$ cat src/rtl/uft_pkg.sv
package uft_pkg;
    localparam int DATA_W     = 8;
    localparam int FIFO_DEPTH = 64;
    localparam int CNT_W      = $clog2(FIFO_DEPTH + 1);

    // control word field positions decoded by this block
    localparam int BIT_EN    = 0;
    localparam int BIT_RXCLR = 1;
    localparam int BIT_TXCLR = 2;
    localparam int BIT_DMA   = 3;
    localparam int TXC_LO    = 4;
    localparam int RXC_LO    = 6;

    typedef struct packed {
        logic       en;
        logic       dma;
        logic [1:0] tx_code;
        logic [1:0] rx_code;
    } ctl_t;
endpackage

$ cat src/rtl/uft_fifo.sv
module uft_fifo #(
    parameter int DATA_W = 8,
    parameter int DEPTH  = 64,
    localparam int PTR_W = $clog2(DEPTH),
    localparam int CNT_W = $clog2(DEPTH + 1)
) (
    input  logic              clk,
    input  logic              rst_n,
    input  logic              flush,
    input  logic              single,
    input  logic              push,
    input  logic [DATA_W-1:0] wdata,
    input  logic              pop,
    output logic [DATA_W-1:0] rdata,
    output logic [CNT_W-1:0]  count,
    output logic              overflow
);
    typedef struct packed {
        logic [PTR_W-1:0]  wp;
        logic [PTR_W-1:0]  rp;
        logic [CNT_W-1:0]  cnt;
        logic              ovf;
        logic [DATA_W-1:0] rd;
    } st_t;

    st_t s_q, s_d;
    logic [DATA_W-1:0] mem [DEPTH];
    logic [CNT_W-1:0]  cap;
    logic              pop_ok;
    logic              push_ok;

    always_comb begin
        s_d     = s_q;
        cap     = single ? CNT_W'(1) : CNT_W'(DEPTH);
        pop_ok  = pop && (s_q.cnt != '0) && !flush;
        push_ok = push && ((s_q.cnt < cap) || pop_ok) && !flush;
        if (flush) begin
            s_d.wp  = '0;
            s_d.rp  = '0;
            s_d.cnt = '0;
            s_d.ovf = 1'b0;
        end else begin
            if (pop_ok) begin
                s_d.rd = mem[s_q.rp];
                s_d.rp = s_q.rp + PTR_W'(1);
            end
            if (push_ok) begin
                s_d.wp = s_q.wp + PTR_W'(1);
            end
            if (push && !push_ok) begin
                s_d.ovf = 1'b1;
            end
            s_d.cnt = s_q.cnt + CNT_W'(push_ok) - CNT_W'(pop_ok);
        end
    end

    always_ff @(posedge clk) begin
        if (!rst_n) begin
            s_q <= '0;
        end else begin
            s_q <= s_d;
        end
    end

    always_ff @(posedge clk) begin
        if (push_ok) begin
            mem[s_q.wp] <= wdata;
        end
    end

    assign rdata    = s_q.rd;
    assign count    = s_q.cnt;
    assign overflow = s_q.ovf;
endmodule

$ cat src/rtl/uft_thresh.sv
module uft_thresh #(
    parameter bit RX_SIDE = 1'b1,
    parameter int CNT_W   = 7
) (
    input  logic [1:0]       code,
    input  logic [3:0]       nib,
    input  logic             fine,
    output logic [CNT_W-1:0] level
);
    logic [CNT_W-1:0] coarse;
    logic [5:0]       fine_val;

    if (RX_SIDE) begin : g_rx_table
        always_comb begin
            case (code)
                2'd0:    coarse = CNT_W'(8);
                2'd1:    coarse = CNT_W'(16);
                2'd2:    coarse = CNT_W'(56);
                default: coarse = CNT_W'(60);
            endcase
        end
    end else begin : g_tx_table
        always_comb begin
            case (code)
                2'd0:    coarse = CNT_W'(8);
                2'd1:    coarse = CNT_W'(16);
                2'd2:    coarse = CNT_W'(32);
                default: coarse = CNT_W'(56);
            endcase
        end
    end

    always_comb begin
        fine_val = {nib, code};
        if (fine) begin
            level = (fine_val == 6'd0) ? CNT_W'(1) : CNT_W'(fine_val);
        end else if (nib != 4'd0) begin
            level = CNT_W'({nib, 2'b00});
        end else begin
            level = coarse;
        end
    end
endmodule

$ cat src/rtl/uart_fifo_trig.sv
module uart_fifo_trig
    import uft_pkg::*;
#(
    parameter int DW    = uft_pkg::DATA_W,
    parameter int DEPTH = uft_pkg::FIFO_DEPTH,
    localparam int CW   = $clog2(DEPTH + 1)
) (
    input  logic          clk,
    input  logic          rst_n,
    input  logic          ctl_wr,
    input  logic [7:0]    ctl_wdata,
    input  logic          feat_en,
    input  logic          div_zero,
    input  logic [7:0]    lvl_reg,
    input  logic          rx_fine,
    input  logic          tx_fine,
    input  logic          dma_alt,
    input  logic          tx_push,
    input  logic [DW-1:0] tx_wdata,
    input  logic          tx_pop,
    output logic [DW-1:0] tx_rdata,
    input  logic          rx_push,
    input  logic [DW-1:0] rx_wdata,
    input  logic          rx_pop,
    output logic [DW-1:0] rx_rdata,
    output logic [CW-1:0] tx_count,
    output logic [CW-1:0] rx_count,
    output logic          tx_ovf,
    output logic          rx_ovf,
    output logic          fifo_en,
    output logic          dma_mode,
    output logic [CW-1:0] tx_level,
    output logic [CW-1:0] rx_level,
    output logic          tx_req,
    output logic          rx_req,
    output logic [1:0]    dma_req
);
    ctl_t    ctl_q, ctl_d;
    logic    wr_gated;
    logic    en_flip;
    logic    flush_tx;
    logic    flush_rx;
    logic [CW-1:0] cap;
    logic [CW-1:0] tx_free;
    logic [CW-1:0] tx_eff;
    logic [CW-1:0] rx_eff;

    always_comb begin
        ctl_d    = ctl_q;
        wr_gated = ctl_wr && div_zero;
        en_flip  = wr_gated && (ctl_wdata[BIT_EN] != ctl_q.en);
        flush_rx = (wr_gated && ctl_wdata[BIT_RXCLR]) || en_flip;
        flush_tx = (wr_gated && ctl_wdata[BIT_TXCLR]) || en_flip;
        if (wr_gated) begin
            ctl_d.en  = ctl_wdata[BIT_EN];
            ctl_d.dma = ctl_wdata[BIT_DMA];
        end
        if (ctl_wr && feat_en) begin
            ctl_d.tx_code = ctl_wdata[TXC_LO +: 2];
        end
        if (ctl_wr) begin
            ctl_d.rx_code = ctl_wdata[RXC_LO +: 2];
        end
    end

    always_ff @(posedge clk) begin
        if (!rst_n) begin
            ctl_q <= '0;
        end else begin
            ctl_q <= ctl_d;
        end
    end

    uft_fifo #(.DATA_W(DW), .DEPTH(DEPTH)) u_tx_q (
        .clk(clk), .rst_n(rst_n), .flush(flush_tx), .single(!ctl_q.en),
        .push(tx_push), .wdata(tx_wdata), .pop(tx_pop),
        .rdata(tx_rdata), .count(tx_count), .overflow(tx_ovf)
    );

    uft_fifo #(.DATA_W(DW), .DEPTH(DEPTH)) u_rx_q (
        .clk(clk), .rst_n(rst_n), .flush(flush_rx), .single(!ctl_q.en),
        .push(rx_push), .wdata(rx_wdata), .pop(rx_pop),
        .rdata(rx_rdata), .count(rx_count), .overflow(rx_ovf)
    );

    uft_thresh #(.RX_SIDE(1'b0), .CNT_W(CW)) u_tx_lvl (
        .code(ctl_q.tx_code), .nib(lvl_reg[3:0]), .fine(tx_fine), .level(tx_level)
    );

    uft_thresh #(.RX_SIDE(1'b1), .CNT_W(CW)) u_rx_lvl (
        .code(ctl_q.rx_code), .nib(lvl_reg[7:4]), .fine(rx_fine), .level(rx_level)
    );

    always_comb begin
        cap     = ctl_q.en ? CW'(DEPTH) : CW'(1);
        tx_free = cap - tx_count;
        tx_eff  = ctl_q.en ? tx_level : CW'(1);
        rx_eff  = ctl_q.en ? rx_level : CW'(1);
        tx_req  = tx_free >= tx_eff;
        rx_req  = rx_count >= rx_eff;
        dma_req = (ctl_q.dma && !dma_alt) ? {rx_req, tx_req} : 2'b00;
    end

    assign fifo_en  = ctl_q.en;
    assign dma_mode = ctl_q.dma;
endmodule

$ cat config.mk
export PLATFORM = sky130hd
export DESIGN_NAME = uart_fifo_trig
export DESIGN_NICKNAME = d
export VERILOG_FILES = /design/src/rtl/uft_pkg.sv /design/src/rtl/uft_fifo.sv /design/src/rtl/uft_thresh.sv /design/src/rtl/uart_fifo_trig.sv
export SDC_FILE = /design/constraint.sdc
export NUM_CORES = 1
export LEC_CHECK = 0
export ABC_AREA = 0
export CORE_MARGIN = 8
export CORE_UTILIZATION = 40
export CTS_CLUSTER_SIZE = 8
export DETAILED_ROUTE_END_ITERATION = 12
export GPL_TIMING_DRIVEN = 0
export PLACE_DENSITY = 0.57
export SLEW_MARGIN = 25
export SYNTH_ARGS = -nofsm -noshare
export SYNTH_HDL_FRONTEND = slang
export SYNTH_SLANG_ARGS = --single-unit
$ cat constraint.sdc
create_clock -name clk -period 6.5 [get_ports clk]
set_input_delay 0.975 -clock clk [delete_from_list [all_inputs] [get_ports clk]]
set_output_delay 0.975 -clock clk [all_outputs]
set_load 0.01 [all_outputs]
After elaboration in Yosys (flattened, before gate mapping). Memory sizes are Yosys's and may differ from the RTL's. A register that Yosys moved wholly into a read port is not among the register bits. Index checks and enable logic that the tools add are counted.

Add/subtract/negate cells: 9. Order comparisons: 4. Eq/ne operators: 5. Mux-type cells: 16. Bitwise gates (word level): 3. Reductions and logical operators: 39.

Operators with widths (number): 6-bit one-hot mux with 3 select lines (2); 7-bit 2-to-1 mux (5); 6-bit by 1-bit adder with 6-bit output, second input constant (4); 6-bit 2-to-1 mux (4); 1-bit logical AND (16); 7-bit by 1-bit adder with 7-bit output (2); 7-bit >= comparator (2); 7-bit < comparator (2); 7-bit nonzero test (2); 7-bit by 1-bit subtractor with 7-bit output (2); 6-bit logical NOT (2); 4-bit nonzero test (2); 1-bit logical NOT (7); 7-bit subtractor (1); 2-bit by 1-bit equality test with 1-bit output, second input constant (2); 2-bit equality test, second input constant (2); 2-bit logical NOT (2); 1-bit logical OR (4); 1-bit 2-to-1 mux (4); 2-bit AND reduction (2); 2-bit OR reduction (2); 1-bit NOT (3); 2-bit 2-to-1 mux (1); 1-bit != test (1).

Register bits after elaboration: 46. Memory bits (writable): 1024. Bits of input ports: 44. Output and inout port bits: 52. Word-level logic and storage cells: 90. Memories: 2.

Memories: u_rx_q.mem (words 64, bits a word 8, read ports 1, clocked after Yosys merged registers in 1, wr ports 1, line uft_fifo.sv:27) `logic [DATA_W-1:0] mem [DEPTH];`; u_tx_q.mem (words 64, bits a word 8, read ports 1, clocked after Yosys merged registers in 1, wr ports 1, line uft_fifo.sv:27).

Longest topological paths before layout.
Depth in word-level cells: 10. Depth in mapped cells: 17. Mapped depth without buffers: 16.

Modules after synthesis. From an unflattened synthesis, not the netlist that was laid out.

Cell total of the unflattened synthesis: 2463. Area total of the unflattened synthesis: 44097.3 um^2.

By module, submodules not included: uft_fifo (u_rx_q) (instances 1, cells an instance 1160, area each 21528.1 um^2, seq. area each 15935.3 um^2); uft_fifo (u_tx_q) (instances 1, cells an instance 1161, area each 21520.6 um^2, seq. area each 15935.3 um^2); uart_fifo_trig (instances 1, cells an instance 101, area each 780.7 um^2, seq. area each 120.1 um^2); uft_thresh (u_tx_lvl) (instances 1, cells an instance 23, area each 162.7 um^2, seq. area each 0.0 um^2); uft_thresh (u_rx_lvl) (instances 1, cells an instance 18, area each 105.1 um^2, seq. area each 0.0 um^2).

Least setup slack after synthesis. Ideal clock, no wire load.

Path kind: input-to-output. Start point: input port lvl_reg[6]. End point: output port dma_req[1]. Arrival time: 3.230 ns. Required time: 5.525 ns. Path slack: 2.295 ns. Stages on the path: 11. Buffers on the path: 0. Path through: or4_1 -> nor2_1 -> o21a_1 -> nand2b_1 -> ha_1 -> nand2b_1 -> a21o_1 -> a21o_1 -> a21o_1 -> a2111oi_0 -> nor4b_1.

Word-level cells in the longest chain between the ends: 6. Elaborated cells on any way between the ends: 8.

Ends and longest elaborated chain: from (decl) (line uart_fifo_trig.sv:14) `input logic [7:0] lvl_reg,`; 6-bit logical NOT / 4-bit nonzero test (equally long branches) (line uft_thresh.sv:36, uft_thresh.sv:37); 6-bit 2-to-1 mux (on tied branches) (line uft_thresh.sv:36, uft_thresh.sv:37); 7-bit 2-to-1 mux (*) (line uft_thresh.sv:35) `if (fine) begin`; via rx_level[0] (line uart_fifo_trig.sv:33) `output logic [CW-1:0] rx_level,`; 7-bit 2-to-1 mux (*) (line uart_fifo_trig.sv:98) `rx_eff = ctl_q.en ? rx_level : CW'(1);`; 7-bit >= comparator (*) (line uart_fifo_trig.sv:100) `rx_req = rx_count >= rx_eff;`; 2-bit 2-to-1 mux (*) (line uart_fifo_trig.sv:101) `dma_req = (ctl_q.dma && !dma_alt) ? {rx_req, tx_req} : 2'b00;`; to (decl) (line uart_fifo_trig.sv:36) `output logic [1:0] dma_req`.

The timed path passes the listed nets; every way through them passes the cells marked *.

Worst setup path after layout.
Start point: input port lvl_reg[6]. End point: output port dma_req[1].

Word-level cells in the longest chain between the ends: 6. Elaborated cells on any way between the ends: 8.

Ends and longest elaborated chain (line): 6-bit logical NOT / 4-bit nonzero test (equally long branches) (uft_thresh.sv:36, uft_thresh.sv:37); 6-bit 2-to-1 mux (on tied branches) (uft_thresh.sv:36, uft_thresh.sv:37); 7-bit 2-to-1 mux (*) (uft_thresh.sv:35); 7-bit 2-to-1 mux (*) (uart_fifo_trig.sv:98); 7-bit >= comparator (*) (uart_fifo_trig.sv:100); 2-bit 2-to-1 mux (*) (uart_fifo_trig.sv:101).

Every way passes the cells marked *; elsewhere a longest branch is shown, timed or not.

==> flow_metrics.tcl <==
set metrics [dict create \
    dp.cells 3913 \
    numCtsBuffers 155 \
    synth_edf_count 1024 \
    p_per_area_nw_per_um2 357.0 \
    final_cells 4158 \
    p_comb_frac 0.159 \
    crit_arrival_ns 4.43 \
    drt-initial-drc-count 2232 \
    antenna_cells 0 \
    sw_frac_of_total 0.2554 \
    drv_slew 0 \
    grt_pass1_wl_um 164000 \
    cts_max_level 4 \
    syn2layout_area_growth_pct 16.55 \
    intPower_mw 13.56 \
    drc_errors 0 \
    ys_seq_area_frac 0.7309 \
    crit_fanout 2 \
    nets 2749 \
    grt_max_degree 65 \
    track_usage 0.1834 \
    core_sq_um 108700 \
    initial_core_util 0.4026 \
    port_buffers 92 \
    min_from "u_tx_q.overflow$_SDFFE_PP0P_" \
    synth-async-reset-ratio 0 \
    crit_path_end_kind "output port" \
    max-clock-path-buffers 3 \
    die_area_sq_um 120300 \
    netlist_area_sq_um 43770 \
    setup_viol 0 \
    place.gp.congestion 0.8674 \
    slowest_delay_ns 0.58 \
    relSlewSlack 0.2447 \
    cts_resized 0 \
    startpoint "lvl_reg[6]" \
    timing.hold.ws_ns 0.4748 \
    globalRouteOverflowTotal 0 \
    yosys_warnings 0 \
    grt_pass1_vias 24530 \
    dp_hpwl_um 73010 \
    fin_crit_ns 5.410 \
    pwr-share-seq 0.434 \
    clock_latency_ns 0.76 \
    die_x_um 346.8 \
    slowest_stage "a2111oi_0" \
    dr.pass1.iters 5 \
    clock-root-buffer "clkbuf_16" \
    final-hold-violation-count 0 \
    synth.ff_latch_count 1086 \
    cp_common_cell "a21o_1" \
    die_height_um 346.8 \
    drive_gt1_frac 0.1902 \
    routedWlPerCell_um 26.93 \
    reg2reg_from "fifo_en$_SDFFE_PN0N_" \
    fillCellCount 9213 \
    start_kind "input port" \
    vias_per_cell 5.586 \
    synthCells 2401 \
    num_io_pins 96 \
    fmax_ghz 0.1849 \
    tritoncts "built" \
    antenna_found_initial 0 \
    worst_hold_path_type "flip-flop to flip-flop" \
    fin_worst_skew_ns 0.04782 \
    leakage_nw 15.97 \
    pwr-share-clk 0.407 \
    worst_pin_slew_ns 1.133 \
    outcome "finished, final reports clean" \
    ys.flop_type "edfxtp_1" \
    avgSynthCellArea_sq_um 18.23 \
    vias 23230 \
    maxCapViolations 0 \
    tns_ns 0 \
    vdd_drop_max_uv 261.3 \
    critPathRequiredTime_ns 5.52 \
    cts_sinks 1086 \
    clk_pin_slew_worst_paths_ns 0.05 \
    postCtsSetupRepairBufs 0 \
    path_cells "clkdlybuf4s50_1 -> or4_1 -> nor2_1 -> o21a_1 -> nand2b_1 -> ha_1 -> nand2b_1 -> a21o_1 -> a21o_1 -> a21o_1 -> a2111oi_0 -> nor4b_1 -> clkdlybuf4s50_1" \
    grt_setup_unrepaired "no" \
    finalPower_mw 18.21 \
    hold_buffers 0 \
    drtAntennaViolNets 0 \
    power_switching_mw 4.651 \
    fin_crit_sh 0.8322 \
    finalWirelength_um 112000 \
    rows 121 \
    critical_path_class "input port to output port" \
    ys_types 67 \
]
[per-layer routing]
| layer | vias up | share of wire | track usage |
|---|---|---|---|
| li1 | 10110 | - | - |
| met4 | 0 | 0.036 | 0.07260 |
| met3 | 222 | 0.062 | 0.03703 |
| met1 | 12060 | 0.40 | 0.2300 |
| met2 | 837 | 0.50 | 0.3126 |
| met5 | - | 0 | 0 |
[placed cells by master, fill, tap and decap left out, drive strengths merged, types with 14 or more instances in the layout]
| cell type | n |
|---|---|
| o22ai | 33 |
| mux2 | 25 |
| mux4 | 192 |
| o21ai | 50 |
| a22oi | 16 |
| dfxtp | 62 |
| xnor2 | 14 |
| clkbuf | 292 |
| inv | 40 |
| nor2b | 15 |
| a211oi | 26 |
| xor2 | 17 |
| clkdlybuf4s50 | 76 |
| nor2 | 170 |
| o21bai | 19 |
| edfxtp | 1024 |
| nand2 | 65 |
| nand3 | 43 |
| mux2i | 162 |
| o221ai | 24 |
| a21oi | 56 |
| buf | 127 |
| ha | 47 |
[synth_stat cells (8+ instances only)]
master    count  area (sq um)
clkbuf_1     65         244.0
buf_2        39         195.2
o21bai_1     17         127.6
a21oi_1      56         280.3
nor2_1      170         638.1
nand3b_1      8         60.06
ha_1         47         588.1
a21o_1       10         75.07
buf_1        15         56.30
a211oi_1     26         195.2
nand2b_1      9         56.30
inv_1        31         116.4
nand3_1      43         215.2
o21ai_0      49         245.2
mux2i_1     162          1622
nand2_1      64         240.2
xor2_1       17         148.9
dfxtp_1      62          1241
nor2b_1      15         93.84
buf_4        48         360.4
mux2_2       25         281.5
nand4_1      12         75.07
mux4_2      192          4324
xnor2_1      14         122.6
edfxtp_1   1024         30750
a22oi_1      16         120.1
o221ai_1     24         210.2
o22ai_1      33         206.5
[worst max-delay path: cells and delay by family]
kind                     cells  cell delay (ns)
AO/OA/AOI/OAI                5             1.26
adder cells (fa/ha/maj)      1             0.22
buffers and inverters        2             0.93
AND/OR/NAND/NOR              5             1.03
[registers in the layout, summed over array words and instances, names as in the netlist, 7 cells and up]
signal,flops
u_rx_q.rdata,8
u_rx_q.s_q,12
u_rx_q.mem,512
u_tx_q.count,7
u_tx_q.s_q,12
u_rx_q.count,7
u_tx_q.rdata,8
u_tx_q.mem,512
[power by group through the flow]
stage               Sequential [mW]  Combinational, mW  Clock [mW]
floorplan                      7.98               1.94           0
finish                         7.90               2.90        7.41
CTS                            7.90               2.93        7.54
global route                   7.91               3.15        7.82
detailed placement             8.03               2.92           0
global placement               8.05               2.87           0
[area by class of cell]
| class | instances | area, sq um | share of cell area |
|---|---|---|---|
| flip-flops and latches | 1086 | 31990 | 0.6271 |
| multi-input cells | 1112 | 10780 | 0.2113 |
| clock buffers | 226 | 4145 | 0.08126 |
| well taps | 1414 | 1769 | 0.03468 |
| repair buffers | 97 | 973.4 | 0.01908 |
| plain buffers | 172 | 905.9 | 0.01776 |
| clock inverters | 19 | 330.3 | 0.006475 |
| inverters | 32 | 120.1 | 0.002355 |
[worst paths after layout]
| kind | end | slack (ns) | cells past startpoint |
|---|---|---|---|
| worst max register to register | u_rx_q.mem[53][3]$_DFFE_PP_ | 2.41 | 9 |
| worst min-delay path | u_tx_q.overflow$_SDFFE_PP0P_ | 0.47 | 2 |
| worst max-delay path | dma_req[1] | 1.09 | 13 |
| worst min register to register | u_tx_q.overflow$_SDFFE_PP0P_ | 0.47 | 2 |
[through the flow]
step / setup WS (ns) / area [sq um] / util
2_1_floorplan: 2.295 / 43770 / -
3_3_place_gp: 1.115 / 46460 / 0.4274
3_5_place_dp: 1.108 / 46520 / 0.4280
4_1_cts: 1.089 / 51000 / 0.4691
5_1_grt: 0.8735 / 51010 / 0.4693
6_report: 1.090 / 51010 / 0.4693
[cells by family after synthesis]
| logic type | Yosys count | synth area share |
|---|---|---|
| flip-flops | 1086 | 0.7309 |
| multiplexers | 379 | 0.1423 |
| AND/OR/NAND/NOR | 373 | 0.04025 |
| AO/OA/AOI/OAI | 278 | 0.04248 |
| buffers and inverters | 204 | 0.02344 |
| adder cells (fa/ha/maj) | 49 | 0.01435 |
| XOR/XNOR | 31 | 0.006203 |
| other | 1 | 0.00008568 |
Note: power is estimated with default switching activity, not from simulation.
